<file path="src/rtl/oep_pkg.sv">
// Shared types for the OUT endpoint buffer.
// Assumes a fixed two-bank storage; single-bank use leaves bank 1 idle.
package oep_pkg;
    localparam int NBANK = 2;

    typedef struct packed {
        logic dual;
        logic auto_rel;
        logic stream;
    } oep_cfg_t;
endpackage

</file>
<file path="src/rtl/oep_bank_ram.sv">
// Byte storage for both banks: one write port, one asynchronous read port.
// Assumes the writer never targets the bank being read (ping-pong use).
module oep_bank_ram #(
    parameter int DEPTH = 64,
    parameter int AW    = $clog2(DEPTH)
) (
    input  logic          clk,
    input  logic          wr_en,
    input  logic          wr_bank,
    input  logic [AW-1:0] wr_addr,
    input  logic [7:0]    wr_data,
    input  logic          rd_bank,
    input  logic [AW-1:0] rd_addr,
    output logic [7:0]    rd_q
);
    logic [7:0] bank_q [oep_pkg::NBANK];

    for (genvar b = 0; b < oep_pkg::NBANK; b++) begin : g_bank
        logic [7:0] mem [DEPTH];

        // Store a byte when the write targets this bank.
        always_ff @(posedge clk) begin
            if (wr_en && (wr_bank == b[0])) begin
                mem[wr_addr] <= wr_data;
            end
        end

        assign bank_q[b] = mem[rd_addr];
    end

    assign rd_q = bank_q[rd_bank];
endmodule

</file>
<file path="src/rtl/oep_fill.sv">
// Receive side: accepts a packet into the free bank, counts its bytes and
// reports commit or zero-length drop at the packet end.
// Assumes rx_sop, rx_wr and rx_eop arrive in separate cycles, in that order.
module oep_fill
    import oep_pkg::*;
#(
    parameter int DEPTH = 64,
    parameter int AW    = $clog2(DEPTH),
    parameter int CW    = $clog2(DEPTH + 1)
) (
    input  logic          clk,
    input  logic          rst_n,
    input  oep_cfg_t      cfg,
    input  logic          bank_full,
    input  logic          rx_sop,
    input  logic          rx_wr,
    input  logic          rx_eop,
    output logic          wr_en,
    output logic          wr_bank,
    output logic [AW-1:0] wr_addr,
    output logic          commit,
    output logic [CW-1:0] commit_len,
    output logic          zlp_hit
);
    logic          in_pkt;
    logic [CW-1:0] wcnt;
    logic          eop_hit;
    logic          zlp_filt;

    assign wr_en      = in_pkt && rx_wr && (wcnt < CW'(DEPTH));
    assign wr_addr    = wcnt[AW-1:0];
    assign eop_hit    = in_pkt && rx_eop;
    assign zlp_filt   = cfg.stream && cfg.auto_rel && (wcnt == '0);
    assign commit     = eop_hit && !zlp_filt;
    assign zlp_hit    = eop_hit && zlp_filt;
    assign commit_len = wcnt;

    // Track the packet in progress and the byte position inside it.
    always_ff @(posedge clk) begin
        if (!rst_n) begin
            in_pkt <= 1'b0;
            wcnt   <= '0;
        end else if (rx_sop) begin
            in_pkt <= !bank_full;
            wcnt   <= '0;
        end else begin
            if (wr_en) begin
                wcnt <= wcnt + CW'(1);
            end
            if (eop_hit) begin
                in_pkt <= 1'b0;
            end
        end
    end

    // Advance the fill bank after each committed packet in two-bank use.
    always_ff @(posedge clk) begin
        if (!rst_n) begin
            wr_bank <= 1'b0;
        end else if (commit && cfg.dual) begin
            wr_bank <= !wr_bank;
        end
    end
endmodule

</file>
<file path="src/rtl/oep_track.sv">
// Consumer side: bank occupancy, head bank pointer, read position,
// release decision and the received / zero-length flags.
// Assumes configuration inputs only change while no bank is occupied.
module oep_track
    import oep_pkg::*;
#(
    parameter int DEPTH = 64,
    parameter int AW    = $clog2(DEPTH),
    parameter int CW    = $clog2(DEPTH + 1)
) (
    input  logic          clk,
    input  logic          rst_n,
    input  oep_cfg_t      cfg,
    input  logic          commit,
    input  logic          commit_bank,
    input  logic [CW-1:0] commit_len,
    input  logic          zlp_hit,
    input  logic          rd_strb,
    input  logic          rel_clr,
    input  logic          flag_clr,
    input  logic          flag_ie,
    input  logic          zlp_clr,
    output logic          rd_bank,
    output logic [AW-1:0] rd_addr,
    output logic          rd_fire,
    output logic          bank_full,
    output logic [CW-1:0] byte_cnt,
    output logic          rd_avail,
    output logic          bank_busy,
    output logic          rx_flag,
    output logic          irq,
    output logic          zlp_seen
);
    logic [1:0]    occ;
    logic [1:0]    occ_next;
    logic [CW-1:0] rd_idx;
    logic [CW-1:0] len_q [NBANK];
    logic [CW-1:0] cur_len;
    logic          last_rd;
    logic          rel_ok;
    logic          release_now;
    logic          flag_set;

    assign cur_len   = len_q[rd_bank];
    assign bank_busy = (occ != 2'd0);
    assign rd_avail  = bank_busy && (rd_idx < cur_len);
    assign rd_fire   = rd_strb && rd_avail;
    assign last_rd   = rd_fire && (rd_idx == cur_len - CW'(1));
    assign rd_addr   = rd_idx[AW-1:0];
    assign byte_cnt  = bank_busy ? cur_len : '0;
    assign bank_full = occ >= (cfg.dual ? 2'd2 : 2'd1);

    // Release request: processor auto mode only frees an already empty bank.
    always_comb begin
        if (cfg.auto_rel && !cfg.stream) begin
            rel_ok = rel_clr && bank_busy && !rd_avail;
        end else begin
            rel_ok = rel_clr && bank_busy;
        end
    end

    assign release_now = (cfg.auto_rel && last_rd) || rel_ok;
    assign occ_next    = occ + {1'b0, commit} - {1'b0, release_now};
    assign flag_set    = (commit && (occ == 2'd0)) ||
                         (release_now && (occ_next != 2'd0));

    // Count occupied banks.
    always_ff @(posedge clk) begin
        if (!rst_n) begin
            occ <= 2'd0;
        end else begin
            occ <= occ_next;
        end
    end

    // Record each committed packet length in its bank.
    for (genvar b = 0; b < NBANK; b++) begin : g_len
        always_ff @(posedge clk) begin
            if (!rst_n) begin
                len_q[b] <= '0;
            end else if (commit && (commit_bank == b[0])) begin
                len_q[b] <= commit_len;
            end
        end
    end

    // Move the read position and the head bank.
    always_ff @(posedge clk) begin
        if (!rst_n) begin
            rd_idx  <= '0;
            rd_bank <= 1'b0;
        end else if (release_now) begin
            rd_idx <= '0;
            if (cfg.dual) begin
                rd_bank <= !rd_bank;
            end
        end else if (rd_fire) begin
            rd_idx <= rd_idx + CW'(1);
        end
    end

    // Received-packet flag: a set event beats a clear.
    always_ff @(posedge clk) begin
        if (!rst_n) begin
            rx_flag <= 1'b0;
        end else if (flag_set) begin
            rx_flag <= 1'b1;
        end else if (flag_clr) begin
            rx_flag <= 1'b0;
        end
    end

    // Sticky zero-length-packet flag.
    always_ff @(posedge clk) begin
        if (!rst_n) begin
            zlp_seen <= 1'b0;
        end else if (zlp_hit) begin
            zlp_seen <= 1'b1;
        end else if (zlp_clr) begin
            zlp_seen <= 1'b0;
        end
    end

    assign irq = rx_flag && flag_ie;
endmodule

</file>
<file path="src/rtl/usb_out_ep_buf.sv">
// OUT endpoint buffer top: connects fill logic, bank tracker and storage.
// Assumes the receiver honours rx_nak at packet start.
module usb_out_ep_buf
    import oep_pkg::*;
#(
    parameter int DEPTH = 64,
    parameter int AW    = $clog2(DEPTH),
    parameter int CW    = $clog2(DEPTH + 1)
) (
    input  logic          clk,
    input  logic          rst_n,
    input  logic          cfg_dual,
    input  logic          cfg_auto,
    input  logic          cfg_stream,
    input  logic          rx_sop,
    input  logic          rx_wr,
    input  logic [7:0]    rx_data,
    input  logic          rx_eop,
    output logic          rx_nak,
    input  logic          rd_strb,
    output logic [7:0]    rd_data,
    input  logic          rel_clr,
    input  logic          flag_clr,
    input  logic          flag_ie,
    input  logic          zlp_clr,
    output logic [CW-1:0] byte_cnt,
    output logic          rd_avail,
    output logic          bank_busy,
    output logic          rx_flag,
    output logic          irq,
    output logic          zlp_seen
);
    oep_cfg_t      cfg;
    logic          bank_full;
    logic          wr_en;
    logic          wr_bank;
    logic [AW-1:0] wr_addr;
    logic          commit;
    logic [CW-1:0] commit_len;
    logic          zlp_hit;
    logic          rd_bank;
    logic [AW-1:0] rd_addr;
    logic          rd_fire;
    logic [7:0]    ram_q;

    assign cfg = '{dual: cfg_dual, auto_rel: cfg_auto, stream: cfg_stream};

    oep_fill #(.DEPTH(DEPTH), .AW(AW), .CW(CW)) u_fill (
        .clk        (clk),
        .rst_n      (rst_n),
        .cfg        (cfg),
        .bank_full  (bank_full),
        .rx_sop     (rx_sop),
        .rx_wr      (rx_wr),
        .rx_eop     (rx_eop),
        .wr_en      (wr_en),
        .wr_bank    (wr_bank),
        .wr_addr    (wr_addr),
        .commit     (commit),
        .commit_len (commit_len),
        .zlp_hit    (zlp_hit)
    );

    oep_track #(.DEPTH(DEPTH), .AW(AW), .CW(CW)) u_track (
        .clk         (clk),
        .rst_n       (rst_n),
        .cfg         (cfg),
        .commit      (commit),
        .commit_bank (wr_bank),
        .commit_len  (commit_len),
        .zlp_hit     (zlp_hit),
        .rd_strb     (rd_strb),
        .rel_clr     (rel_clr),
        .flag_clr    (flag_clr),
        .flag_ie     (flag_ie),
        .zlp_clr     (zlp_clr),
        .rd_bank     (rd_bank),
        .rd_addr     (rd_addr),
        .rd_fire     (rd_fire),
        .bank_full   (bank_full),
        .byte_cnt    (byte_cnt),
        .rd_avail    (rd_avail),
        .bank_busy   (bank_busy),
        .rx_flag     (rx_flag),
        .irq         (irq),
        .zlp_seen    (zlp_seen)
    );

    oep_bank_ram #(.DEPTH(DEPTH), .AW(AW)) u_ram (
        .clk     (clk),
        .wr_en   (wr_en),
        .wr_bank (wr_bank),
        .wr_addr (wr_addr),
        .wr_data (rx_data),
        .rd_bank (rd_bank),
        .rd_addr (rd_addr),
        .rd_q    (ram_q)
    );

    assign rx_nak  = bank_full;
    assign rd_data = rd_fire ? ram_q : 8'h00;
endmodule

</file>
<file path="config.mk">
export PLATFORM = sky130hd
export DESIGN_NAME = usb_out_ep_buf
export DESIGN_NICKNAME = d
export VERILOG_FILES = /design/src/rtl/oep_pkg.sv /design/src/rtl/oep_bank_ram.sv /design/src/rtl/oep_fill.sv /design/src/rtl/oep_track.sv /design/src/rtl/usb_out_ep_buf.sv
export SDC_FILE = /design/constraint.sdc
export NUM_CORES = 1
export LEC_CHECK = 0
export ABC_AREA = 1
export BUFFER_PORTS_ARGS = -buffer_cell sky130_fd_sc_hd__buf_2
export CAP_MARGIN = 15
export CORE_AREA = 2 2 387 465
export DETAILED_ROUTE_END_ITERATION = 8
export DIE_AREA = 0 0 389 467
export PLACE_DENSITY_LB_ADDON = 0.2
export SLEW_MARGIN = 20
export SYNTH_ARGS = -nofsm -noshare
export SYNTH_HDL_FRONTEND = slang
export SYNTH_SLANG_ARGS = --single-unit
</file>
<file path="constraint.sdc">
create_clock -name clk -period 7.91 [get_ports clk]
set_input_delay 1.1865 -clock clk [delete_from_list [all_inputs] [get_ports clk]]
set_output_delay 1.1865 -clock clk [all_outputs]
set_load 0.03 [all_outputs]
</file>
# After elaboration in Yosys (flattened, before gate mapping)
# Memories as Yosys holds them, arrays and structs flattened. A register that Yosys moved wholly into a read port is not among the register bits.
# Index checks and enable logic that the tools add are counted.
# W data, S select, Z words.
# word_totals
elab_cells	98
memories	3
mem_bits_rw	1038
regBits	21
out_inout_bits	21
in_bits	21
# classes
order_cmp	4
bitwise	5
addsub	5
mux	32
n_eq_ne	1
n_reduce_logical	40
# memory_table
name	words	width	rd	rd_clocked_by_memory_dff	wr	line	source
u_ram.g_bank[0].mem	64	8	1	1	1	oep_bank_ram.sv:19	logic [7:0] mem [DEPTH];
u_ram.g_bank[1].mem	64	8	1	1	1	oep_bank_ram.sv:19	
u_track.len_q	2	7	1	1	2	oep_track.sv:37	logic [CW-1:0] len_q [NBANK];
# op_table
op	count
$mux W8	4
$mux W6	4
$logic_and A1 B1 Y1	22
$mux W7	3
$mux W1	20
$add A7 B1 Y7 const B	2
$reduce_bool A2 Y1	5
$eq A7 B7 Y1	1
$logic_not A7 Y1	1
$lt A7 B7 Y1	1
$lt A7 B7 Y1 const B	1
$sub A7 B1 Y7 const B	1
$logic_not A1 Y1	6
$reduce_or A2 Y1	2
$add A2 B1 Y2	1
$ge A2 B2 Y1	1
$ge A2 B2 Y1 const B	1
$logic_not A2 Y1	1
$logic_or A1 B1 Y1	2
$mux W2	1
$not A1 Y1	2
$not A1 Y2	1
$or A1 B1 Y1	2
$reduce_and A2 Y1	1
$sub A2 B1 Y2	1

# Logic depth before layout (Yosys ltp)
# Gate-level depths: netlist of run 1.
# depth
word_depth	11
depth_mapped	22
ltp_nobuf	22

# Modules after synthesis
# Synthesis of run 1 repeated with hierarchy kept, for this count alone.
# hier_totals
hier_cells	3919
area_unflattened_um2	44751.7
# modules_own_cells
module	cells_each	seq_area_each_um2	instances	area_each_um2
oep_bank_ram	3563	30749.5	1	42220.5
oep_track	261	680.7	1	1923.1
oep_fill	78	180.2	1	543.0
usb_out_ep_buf	17	0.0	1	65.1

# Least setup slack after synthesis of run 1
# Ideal clock, no wire load.
# synth_path
path_type	register to output
from	register with a tool-made name
to	output rd_data[0]
arrival_ps	2185
path_buffers	2
slack_ps	4539
stages_incl_launch_ff	13
path_cell_list	dfxtp_1 > inv_2 > buf_2 > nand2_1 > nand2_1 > ha_1 > a21oi_1 > o21a_1 > nand4_1 > inv_1 > buf_2 > nand2_1 > nor2_1
# synth_rtl
element	line	source
end: declaration	usb_out_ep_buf.sv:21	output logic [7:0] rd_data,

==> reports/metrics.yaml, run 1 <==
outcome: "completed"
die_area_sq_um: 182000
antenna_found_initial: 2
cts.clk_slew.worst_paths_ps: 70
nets: 4168
grt_overflow: 0
postSynthAreaPerCell_sq_um: 11.0
cts_sinks: 1066
viasPerCell: 4.54
fin_skew_ps: 25.8
drt-initial-drc-count: 2327
ir_drop_uv: 180
cts_buffers: 107
crit_type: "flip-flop to output port"
hold-path-endpoint: "u_track.zlp_seen$_SDFFE_PN0P_"
ctsResizeCount: 0
grt_max_degree: 210
hold_buffers: 0
h-tree-depth: 3
synth_cell_types: 36
grt_pass1_vias: 29000
min_delay_path_depth: 2
crit_path_start_kind: "flip-flop"
finalMaxSlewViolations: 0
dr.pass1.iters: 5
fp.dieW_um: 389
ant_nets: 0
min_period_ps: 5800
coreArea_sq_um: 177000
r2r_end: "u_track.rx_flag$_SDFFE_PN0P_"
fin_crit_sh_pct: 73.3
power_leakage_nw: 18.1
synth_top_area_share_pct: 68.1
drive_gt1_share_pct: 7.92
slew_headroom_pct: 14.3
rrSetupSlack_ps: 4240
yosysTopAreaCell: "edfxtp_1"
tns_ps: 0
rsz0062_at_grt: "false"
maxCapViolCount: 0
clk_path_buf_depth: 3
route.detailed.drc: 0
tightest_slew_ps: 1280
synth_nets: 4214
drt-total-wl_um: 137000
end_kind: "output port"
synthTopCellsByArea: "edfxtp_1 (68%), nand2_1 (7.9%), nand3_1 (7.2%), inv_1 (3.1%), nor2_1 (2.9%)"
hp-start: "u_track.zlp_seen$_SDFFE_PN0P_"
hold_viol: 0
die-height_um: 467
portBuffers: 41
final_core_util_pct: 29.1
arrival_ps: 4610
ys_warn_count: 0
ys_seq_area_share_pct: 69.3
path_max_fanout: 209
fmax_mhz: 172
cts_tree: "built"
dpl.hpwl_um: 78300
min_path_type: "flip-flop to flip-flop"
ys_seq_elements: 1066
power_density_nw_per_um2: 247
netlist_area_sq_um: 45800
grt_usage_pct: 14.9
setup_viol: 0
crit_required_ps: 6720
root_buffer: "clkbuf_16"
rr_worst_depth: 21
start_util_pct: 25.9
wire_per_inst_um: 21.0
vias: 29600
grt_pass1_wl_um: 202000
netlist_instances: 4178
core.rowCount: 169
io_pins: 42
post-cts-setup-buffers: 0
area_growth_pct: 12.4
routabilityCongestion: 0.783
clock_latency_ps: 720
## final cells by class
| cell class | count | area (sq um) |
|---|---|---|
| Clock inverter | 62 | 611 |
| Tap cell | 2308 | 2890 |
| Clock buffer | 131 | 2840 |
| Timing Repair Buffer | 85 | 648 |
| Fill cell | 18200 | 125000 |
| Antenna cell | 2 | 5.00 |
| Sequential cell | 1066 | 31700 |
| Inverter | 384 | 1460 |
| Multi-Input combinational cell | 2488 | 11300 |
## routing by layer
layer	wire, um	GRT usage (%)
met1	61300	19.8
met2	66700	25.2
met3	5580	1.73
met4	3650	4.57
met5	0	0
## cell usage after synthesis
cell      count
edfxtp_1   1038
ha_1         15
clkbuf_1     83
nand2_1     963
buf_8         1
clkbuf_2      1
or2_1        42
o32ai_1       1
nand3_2       1
buf_4        10
nand3b_1      3
nand4_1       4
nand3_1     662
xnor2_1       1
buf_1        26
clkinv_1      1
buf_6        43
nor2_1      353
or2_2        49
buf_2        74
inv_1       380
nor3_1       10
dfxtp_1      28
xor2_1        3
or2_0        21
inv_2         3
o21ai_1      69
and2_1        1
buf_12        2
o211ai_1     33
o211ai_2      5
nor4_1        1
o21ai_0     183
o21a_1        1
o22ai_1       1
a21oi_1      66
## state kept, by name, indices dropped and copies added (netlist names), named ones only
name / count
u_track.zlp_seen: 1
u_fill.wr_bank: 1
u_fill.commit_len: 7
u_track.occ: 2
u_fill.in_pkt: 1
u_track.len_q: 14
u_track.rx_flag: 1
u_ram.g_bank.mem: 1024
u_track.rd_bank: 1
u_track.rd_idx: 7
## logic make-up (layout without fill, tap and decap cells)
| group | count (synthesis) | after routing | synth area share [%] |
|---|---|---|---|
| adders and majority gates | 15 | 15 | 0.410 |
| buffers and inverters | 624 | 662 | 6.20 |
| and+or+nand+nor | 2110 | 2110 | 19.8 |
| xor gates and xnor gates | 4 | 4 | 0.0765 |
| AOI/OAI and AO/OA | 359 | 359 | 4.20 |
| DFF | 1066 | 1066 | 69.3 |
| other | 0 | 2 | 0 |
## critical path, stage by stage, from the launching register on
cell	delay [ps]
dfxtp_4	860
buf_12	580
or2_2	240
nand3_1	60
nand2_1	130
nand2_1	60
nand3_1	210
nand3_1	170
nand3_1	190
nand2_1	180
nand2_1	120
nand2_1	100
nor2_1	330
buf_2	270
## per-stage QoR
stage          instance area (sq um)  setup WS [ps]  instances  power (mW)  hold slack (ps)
2_1_floorplan                  45800           4540       4178        7.34              479
3_3_place_gp                   48000           2880       6331        7.72              453
3_5_place_dp                   48000           2940       6331        7.72              463
4_1_cts                        51500           2160       6524        12.9              474
5_1_grt                        51500           1890       6525        13.2              492
6_report                       51500           2110       6526        12.7              467
## report_power, final
part	switching (mW)	leakage, nW	total (mW)	internal, mW
clock network	2.25	1.68	5.12	2.88
logic	0.963	6.83	1.32	0.362
registers	0.0406	9.58	6.25	6.20
total	3.25	18.1	12.7	9.45
## cells in the final DEF, fill, tap and decap left out, types with 4 or more instances in the layout
master,synthesis,final
clkinv_2,0,25
clkbuf_1,83,20
buf_12,2,5
buf_2,74,33
or2_0,21,21
clkbuf_16,0,110
nand2_1,963,961
buf_6,43,8
clkinv_1,1,13
or2_1,42,42
ha_1,15,15
edfxtp_1,1038,1038
or2_2,49,49
o21ai_0,183,181
inv_1,380,377
nand3_1,662,662
nand4_1,4,4
bufinv_16,0,10
o211ai_2,5,5
buf_4,10,39
nor2_1,353,339
nor3_1,10,4
o21ai_1,69,71
o211ai_1,33,33
nor2_2,0,14
clkinvlp_4,0,8
a21oi_1,66,66
nor3_2,0,6
dfxtp_1,28,23
## worst max-delay path by stage
stage / to / cells after the start / start / slack (ps)
after floorplan: rd_data[0] / 12 / flip-flop / 4540
final: rd_data[1] / 13 / flip-flop / 2110
after detailed placement: rd_data[3] / 13 / flip-flop / 2940
after global placement: rd_data[3] / 13 / flip-flop / 2880
after global routing: rd_data[5] / 14 / flip-flop / 1890
after CTS: rd_data[1] / 13 / flip-flop / 2160
(Power assumes the default switching activity.)
==> run 2: changes to the inputs <==
==> constraint.sdc (replaced) <==
create_clock -name clk -period 5.6 [get_ports clk]
set_input_delay 0.84 -clock clk [delete_from_list [all_inputs] [get_ports clk]]
set_output_delay 0.84 -clock clk [all_outputs]
set_load 0.03 [all_outputs]
==> run 2 against run 1 <==
Against the previous run:
- worst hold slack got worse by 100 ps
- critical endpoint is now rd_data[5]
- design area increased by 0.60%
- die area unchanged
- combinational power increased by 48%
- largest cell class unchanged
- sequential cell count unchanged
- critical path depth decreased by 4
- clock skew increased by 19 ps
- via count decreased by 0.56%
==> reports/metrics.yaml, run 2 (synthesis results as in run 1) <==
wire_per_inst_um: 21.2  # was 21.0 um
power_density_nw_per_um2: 352  # was 247 nW/um^2
post-cts-setup-buffers: 0  # unchanged
slew_headroom_pct: 24.2  # was 14.3%
crit_path_start_kind: "flip-flop"  # unchanged
layout_common_cells: "edfxtp_1 (1038), nand2_1 (961), nand3_1 (662), inv_1 (378), nor2_1 (345)"  # was edfxtp_1 (1038), nand2_1 (961), nand3_1 (662), inv_1 (377), nor2_1 (339)
grt_overflow: 0  # unchanged
start_util_pct: 25.9  # unchanged
h-tree-depth: 3  # unchanged
portBuffers: 41  # unchanged
min_path_type: "primary input to flip-flop"  # was flip-flop to flip-flop
root_buffer: "clkbuf_16"  # unchanged
route.detailed.drc: 0  # unchanged
fin_skew_ps: 44.7  # was 25.8 ps
worstPathCellList: "clkinv_2 > nand3_1 > nand3_1 > nand3_1 > nand2_1 > nand2_1 > nand2_1 > nor2_1 > buf_2"  # was buf_12 > or2_2 > nand3_1 > nand2_1 > nand2_1 > nand3_1 > nand3_1 > nand3_1 > nand2_1 > nand2_1 > nand2_1 > nor2_1 > buf_2
antenna_found_initial: 3  # was 2
area_growth_pct: 13.1  # was 12.4%
fin_crit_sh_pct: 87.8
grt_max_degree: 182  # was 210
die_area_sq_um: 182000  # unchanged
setup_viol: 0  # unchanged
core.rowCount: 169  # unchanged
maxCapViolCount: 0  # unchanged
crit_path_top_delay_cell: "clkinv_2"  # was dfxtp_4
cp_num_buf_inv: 2  # unchanged
io_pins: 42  # unchanged
ant_nets: 0  # unchanged
rsz0062_at_grt: "false"  # unchanged
crit_type: "flip-flop to output port"  # unchanged
power_leakage_nw: 18.2  # was 18.1 nW
routed-wl-met2_um: 68200  # was 66700 um
max_stage_delay_ps: 820  # was 860 ps
dr.pass1.iters: 5  # unchanged
total_power_mw: 18.2  # was 12.7 mW
cts_buffers: 109  # was 107
ctsResizeCount: 0  # unchanged
die-height_um: 467  # unchanged
routabilityCongestion: 0.815  # was 0.783
place_area_sq_um: 48200  # was 48000 sq um
clock_latency_ps: 750  # was 720 ps
fillers: 18200  # about the same
viasPerCell: 4.50  # was 4.54
fp.dieW_um: 389  # unchanged
stdcell_area_sq_um: 51800  # was 51500 sq um
fmax_mhz: 204
dpl.hpwl_um: 81800  # was 78300 um
outcome: "completed"  # unchanged
wl_met3_um: 5410  # was 5580 um
path_max_fanout: 42  # was 209
final_common_cell: "edfxtp_1"  # unchanged
drt-total-wl_um: 139000  # was 137000 um
top_layer: "met4"  # unchanged
tightest_slew_ps: 1130  # was 1280 ps
met1_length_um: 62100  # was 61300 um
tns_ps: 0  # unchanged
drt-initial-drc-count: 2335  # was 2327
ir_drop_uv: 348  # was 180 uV
hold_slack_ps: 364  # was 467 ps
grt_usage_pct: 15.1  # was 14.9%
cts_sinks: 1066  # unchanged
cp_top_family: "simple AND/OR/NAND/NOR gates"  # unchanged
finalMaxSlewViolations: 0  # unchanged
coreArea_sq_um: 177000  # unchanged
arrival_ps: 4070  # was 4610 ps
grt_pass1_vias: 28900  # was 29.0k
drive_gt1_share_pct: 7.88  # was 7.92%
cts.clk_slew.worst_paths_ps: 60  # was 70 ps
vias: 29400  # was 29.6k
nets: 4180  # was 4168
end_kind: "output port"  # unchanged
min_period_ps: 4910
largest-register: "u_ram.g_bank.mem"  # unchanged
largest_reg_flops: 1024  # unchanged
top_regs: "u_ram.g_bank.mem (1024), u_track.len_q (14)"  # unchanged
cts_tree: "built"  # unchanged
clk_path_buf_depth: 3  # unchanged
hold_viol: 0  # unchanged
grt_pass1_wl_um: 204000  # was 202000 um
hold_buffers: 0  # unchanged
crit_required_ps: 4760  # was 6720 ps
==> run 2: changes by cell type in the layout (fill, tap and decap cells not counted), moves of 2 or more <==
cell / delta
buf_12: +7
o21ai_0: +2
clkinv_2: -6
buf_4: +3
clkinvlp_4: -6
nor2_1: +6
clkinv_1: +15
clkbuf_8: +9
clkbuf_1: +2
o21ai_1: -2
nor2_2: -6
==> run 2: through the flow <==
stage,setup slack (ps),cells,utilization (%)
after detailed placement,1320,6341,27.3
after CTS,538,6548,29.3
after global routing,527,6549,29.3
after floorplan,2580,4178,-
final,686,6549,29.3
after global placement,1340,6341,27.2
==> run 2: cell type report <==
type / instances / area, sq um / share of cell area [%]
sequential: 1066 / 31700 / 61.3
multi-input combinational: 2488 / 11300 / 21.8
clock buffer: 142 / 2970 / 5.74
tap: 2308 / 2890 / 5.58
inverter: 384 / 1460 / 2.82
timing repair buffer: 95 / 811 / 1.57
clock inverter: 65 / 638 / 1.23
antenna: 1 / 2.50 / 0.00483
==> run 2: path summary, 6_finish.rpt <==
kind,start,to,slack (ps),cells after the start
max reg2reg,flip-flop,u_track.rx_flag$_SDFFE_PN0P_,2010,21
min,rx_eop,u_fill.in_pkt$_SDFFE_PN0P_,360,2
max,flip-flop,rd_data[5],690,9
min reg2reg,u_track.zlp_seen$_SDFFE_PN0P_,u_track.zlp_seen$_SDFFE_PN0P_,470,2
==> run 2: layer usage <==
layer | global-route usage [%] | up-vias
met3 | 1.92 | 155
met5 | 0 | -
met2 | 25.8 | 562
li1 | - | 14100
met4 | 4.26 | 0
met1 | 20.0 | 14600
==> run 2: power by group <==
part	internal [mW]	switching [mW]
registers	8.77	0.0275
clock network	4.25	3.22
logic	0.529	1.42
total	13.5	4.67
